**config.mk**
```make
export PLATFORM = sky130hd
export DESIGN_NAME = serial_mag_cmp
export DESIGN_NICKNAME = d
export VERILOG_FILES = /design/src/rtl/smc_pkg.sv /design/src/rtl/smc_next.sv /design/src/rtl/smc_state_reg.sv /design/src/rtl/smc_decode.sv /design/src/rtl/serial_mag_cmp.sv
export SDC_FILE = /design/constraint.sdc
export NUM_CORES = 1
export LEC_CHECK = 0
export BUFFER_PORTS_ARGS = -buffer_cell sky130_fd_sc_hd__buf_2
export CORE_AREA = 2 2 39 41
export DETAILED_ROUTE_END_ITERATION = 8
export DIE_AREA = 0 0 41 43
export HOLD_SLACK_MARGIN = 0.06
export PLACE_DENSITY = 0.3
export RECOVER_POWER = 50
export SLEW_MARGIN = 20
export SYNTH_ARGS = -nofsm -noshare
export SYNTH_HDL_FRONTEND = slang
export SYNTH_SLANG_ARGS = --single-unit
```
**constraint.sdc**
```tcl
create_clock -name clk -period 2.5 [get_ports clk]
set_input_delay 0.25 -clock clk [delete_from_list [all_inputs] [get_ports clk]]
set_output_delay 0.25 -clock clk [all_outputs]
set_load 0.05 [all_outputs]
```
**src/rtl/smc_pkg.sv**
```systemverilog
package smc_pkg;
  localparam int CODE_W = 2;

  typedef enum logic [CODE_W-1:0] {
    ST_EQ  = 2'b00,
    ST_LT  = 2'b01,
    ST_GT  = 2'b10,
    ST_BAD = 2'b11
  } cmp_state_e;
endpackage

```
**src/rtl/smc_next.sv**
```systemverilog
module smc_next
  import smc_pkg::*;
(
  input  cmp_state_e cur,
  input  logic       take,
  input  logic       a_bit,
  input  logic       b_bit,
  output cmp_state_e nxt
);
  always_comb begin
    nxt = cur;
    if (cur == ST_BAD) begin
      nxt = ST_EQ;
    end else if (take) begin
      unique case ({a_bit, b_bit})
        2'b01:   nxt = ST_LT;
        2'b10:   nxt = ST_GT;
        default: nxt = cur;
      endcase
    end
  end
endmodule

```
**src/rtl/smc_state_reg.sv**
```systemverilog
module smc_state_reg
  import smc_pkg::*;
(
  input  logic       clk,
  input  logic       rst_n,
  input  logic       clr,
  input  cmp_state_e nxt,
  output cmp_state_e cur
);
  always_ff @(posedge clk or negedge rst_n) begin
    if (!rst_n)   cur <= ST_EQ;
    else if (clr) cur <= ST_EQ;
    else          cur <= nxt;
  end
endmodule

```
**src/rtl/smc_decode.sv**
```systemverilog
module smc_decode
  import smc_pkg::*;
(
  input  cmp_state_e cur,
  output logic       eq_o,
  output logic       lt_o,
  output logic       gt_o
);
  logic [CODE_W-1:0] raw;
  assign raw  = cur;
  assign eq_o = ~|raw;
  assign lt_o = raw[0];
  assign gt_o = raw[1];
endmodule

```
**src/rtl/serial_mag_cmp.sv**
```systemverilog
module serial_mag_cmp
  import smc_pkg::*;
(
  input  logic       clk,
  input  logic       rst_n,
  input  logic       clr,
  input  logic       in_valid,
  output logic       in_ready,
  input  logic       a_bit,
  input  logic       b_bit,
  output logic [1:0] state_o,
  output logic       eq_o,
  output logic       lt_o,
  output logic       gt_o
);
  cmp_state_e cur, nxt;
  logic       take;

  assign in_ready = ~clr;
  assign take     = in_valid & in_ready;

  smc_next u_next (
    .cur(cur), .take(take), .a_bit(a_bit), .b_bit(b_bit), .nxt(nxt)
  );

  smc_state_reg u_reg (
    .clk(clk), .rst_n(rst_n), .clr(clr), .nxt(nxt), .cur(cur)
  );

  smc_decode u_dec (
    .cur(cur), .eq_o(eq_o), .lt_o(lt_o), .gt_o(gt_o)
  );

  assign state_o = cur;
endmodule

```
=== After elaboration in Yosys (flattened, before gate mapping) ===
Cells that the tools add are included.

* Register bits: 2
* Bits of input ports: 6
* Output and inout bits: 6
* Logic and storage cells: 15

* Equality and inequality tests: 3
* Muxes and demuxes: 4
* Bitwise operators: 2
* Reduce and logical (&&, ||, !) cells: 5

{| class="wikitable"
|+ Operator list
! cell !! count
|-
| $mux 2 || 3
|-
| $eq 2x2->1 const B || 2
|-
| $pmux 2 s2 || 1
|-
| $reduce_bool 4->1 || 1
|-
| $reduce_bool 3->1 || 1
|-
| $eq 2x1->1 const B || 1
|-
| $reduce_and 2->1 || 1
|-
| $reduce_or 2->1 || 1
|-
| $and 1x1->1 || 1
|-
| $logic_not 1->1 || 1
|-
| $not 1->1 || 1
|}

=== Depth between registers and ports, before layout ===
* Depth in word-level cells: 5
* Depth in mapped cells: 3
* Gate-level depth less buffers: 3

=== Modules after synthesis ===
From an unflattened synthesis, not the netlist that was laid out.

* Cells, all modules: 20
* Area, all modules: 170.2 µm²

{| class="wikitable"
|+ By module, submodules not included
! module !! times used !! cells an instance !! area each (µm²) !! seq. area each (µm²)
|-
| smc_next || 1 || 11 || 78.8 || 0.0
|-
| smc_state_reg || 1 || 4 || 62.6 || 50.0
|-
| smc_decode || 1 || 3 || 18.8 || 0.0
|-
| serial_mag_cmp || 1 || 2 || 10.0 || 0.0
|}

=== Worst setup path before layout ===
OpenSTA, ideal clock, no wires.

* Kind: register to output
* From: reg u_reg.cur[0]
* To: out eq_o
* Arrival: 1.318 ns
* Required time: 2.250 ns
* Path slack: 0.932 ns
* Cell stages (with the launch flop): 2
* Path buffers: 0
* Cells stage by stage: dfrtp_1 -> nor2_1

* Longest elaborated chain between the ends: 2

{| class="wikitable"
|+ RTL lines
! element !! line !! text
|-
| from (decl) || smc_state_reg.sv:8 || <nowiki>output cmp_state_e cur</nowiki>
|-
| from (signal assigned) || smc_state_reg.sv:13 || <nowiki>else cur <= nxt;</nowiki>
|-
| $reduce_or 2->1 || smc_decode.sv:11 || <nowiki>assign eq_o = ~|raw;</nowiki>
|-
| $logic_not 1->1 || smc_decode.sv:11 ||
|-
| to (decl) || serial_mag_cmp.sv:12 || <nowiki>output logic eq_o,</nowiki>
|}

No other way between the ends.

=== Final worst setup path ===
Ends and elaborated chain as after synthesis.

==> metrics.cfg <==
[power]
p_leak_nw = 0.1101
total_power_mw = 0.1453
p_per_area_nw_per_um2 = 667.3
power_frac_clock_pct = 49.6
internal_power_mw = 0.09697
swShare_pct = 33.25
power.net_switching_mw = 0.04830
irDropWorstVdd_v = 0.0001976
power_frac_seq_pct = 25.0
pwr-share-comb_pct = 25.5

[cells_and_area]
syn2layout_area_growth_pct = 70.59
seqCellArea_um2 = 50.05
largest_register_ffs = 2
multiInputGateArea_um2 = 47.55
drive_gt1_share_pct = 41.38
fillers = 163
final_nets = 37
insertedDiodeCount = 0
reg_top3 = u_reg.cur x2
largest-register = u_reg.cur

[sta]
holdWs_ns = 0.2133
fmax_mhz = 799.3
period_share_pct = 50.04
timing.final.hold_violations = 0
setup_viol_count_final = 0
rsz0062_at_grt = false
slew_headroom_pct = 60.80
fin_crit_ns = 1.251
fin_skew_ns = 0.001914
tightest_slew_ns = 0.5906
tns_ns = 0
slew_violations = 0

[synth]
syn_inst = 16
synth_fa_ha_area_share_pct = 0
ys_ff_latch = 2
synth_compound_area_share_pct = 21.57
netlist_area_um2 = 127.6
yosys.area_share.simple_pct = 15.69
seq_area_frac_synth_pct = 39.22
syn_area_per_cell_um2 = 7.976
yosys.area.top_type = dfrtp_1
yosys_warnings = 0
synth.area.mux_share_pct = 0
synth_top_family_by_area = buffers and inverters
synth_xor_area_share_pct = 0
yosys.area.top_type_share_pct = 39.22
yosys.cell_types.count = 10
synthTopCellsByArea = dfrtp_1 39%, buf_4 12%, inv_1 12%
syn_nets = 22

[job]
cap_violations = 0

[floorplanning]
die_w_um = 41
core-area_um2 = 1384
ioPinCount = 12
num_rows = 14
dieArea_um2 = 1763
die_h_um = 43
start_util_pct = 9.222

[worst_hold_path]
whs_path_depth = 2
hold_path.class = in2reg

[drt]
dr.pass1.iters = 1
wl_um = 361
wire_per_inst_um = 8.022
num_vias = 151
drtIter0Drc = 0
drc = 0
routed_via_density = 3.356
ant_nets = 0

[critical_path]
crit_path_max_fanout = 6
start_kind = flip-flop
endpoint_kind = output pin
crit_arrival_ns = 1.00
worstSetupPathType = reg2out
cp.required_ns = 2.25
rr_worst_depth = 3

[clocking]
clock_path_buffers = 2
cts_tree = done
post_cts_buffers = 0
clk_pin_slew_ns = 0.03
cts-resized-gates = 0
cts_sinks = 2
cts_buffers = 3
clock_latency_ns = 0.22
cts_hold_buf = 1
root_buffer = clkbuf_4
htree_levels = 1

[global_route]
grt_start_max_net_pins = 7
grt_pass1_vias = 141
grt_use_total_pct = 5.126
grt_pass1_wl_um = 496
overflow = 0
antenna_found_initial = 0

[place]
place_congestion = 0.5819
dp_hpwl_um = 270.9
io_buffers = 11

[run_status]
status = complete, no violations

-- metal layers --
| layer | part of all wire (%) | GRT usage (%) | vias to the layer above |
|---|---|---|---|
| li1 | - | - | 78 |
| met1 | 38 | 3.871 | 63 |
| met2 | 43 | 6.250 | 10 |
| met3 | 19 | 2.094 | 0 |
| met4 | 0 | 10.00 | 0 |
| met5 | 0 | 0 | - |
-- synthesized netlist by cell type, drive strengths merged --
cell type	instances
a311o	1
nor2	1
a21oi	2
nand4	1
o211ai	1
nand2	1
inv	4
or3	1
buf	2
dfrtp	2
-- critical path, cell delays in order, from the launching register on --
cell and delay, ns:
dfrtp_1 0.42, nor2_1 0.09, buf_2 0.26
-- power groups by stage --
stage	clock, mW	sequential (mW)	combinational (mW)
floorplan	0	0.0418	0.0215
global placement	0	0.0364	0.0369
detailed placement	0	0.0366	0.0365
CTS	0.0782	0.0363	0.0378
global route	0.0808	0.0366	0.0400
finish	0.0720	0.0363	0.0370
-- path summary, 6_finish.rpt --
| path | start | to | slack, ns |
|---|---|---|---|
| setup / recovery | u_reg.cur[0]$_DFFE_PN0P_ | eq_o | 1.25 |
| hold / removal | clr | u_reg.cur[0]$_DFFE_PN0P_ | 0.21 |
| setup reg to reg | u_reg.cur[1]$_DFFE_PN0P_ | u_reg.cur[1]$_DFFE_PN0P_ | 1.50 |
| hold reg to reg | u_reg.cur[1]$_DFFE_PN0P_ | u_reg.cur[1]$_DFFE_PN0P_ | 0.61 |
| max in group asynchronous | rst_n | u_reg.cur[1]$_DFFE_PN0P_ | 2.04 |
| min in group asynchronous | rst_n | u_reg.cur[0]$_DFFE_PN0P_ | 0.34 |
-- final cells by class --
class,count,share of cell area [%]
clock buffers,3,10.34
inverters,4,6.897
multi-input cells,8,21.84
flip-flops and latches,2,22.99
well taps,16,9.195
repair buffers,12,28.74
-- cells by family after synthesis --
logic type,count (synthesis)
compound gates,4
flops,2
simple gates,4
buf+inv,6
-- through the flow --
step           cell area [µm²]  setup WS [ns]  util, %  instances
6_report                 217.7          1.249    15.73         45
5_1_grt                  217.7          1.182    15.73         45
4_1_cts                  220.2          1.232    15.91         45
3_5_place_dp             187.7          1.481    13.56         41
3_3_place_gp             187.7          1.486    13.56         41
2_1_floorplan            127.6         0.9323        -         16
-- cell usage in the layout (no fill, tap or decap) --
cell type      Yosys  routed
o211ai_1           1       1
buf_2              0       9
a21oi_1            2       2
nand2_1            1       1
dlygate4sd3_1      0       1
clkbuf_4           0       3
or3_1              1       1
nor2_1             1       1
clkbuf_1           0       2
a311o_1            1       1
dfrtp_1            2       2
nand4_1            1       1
inv_1              4       4
Note: power is estimated with default switching activity, not from simulation.
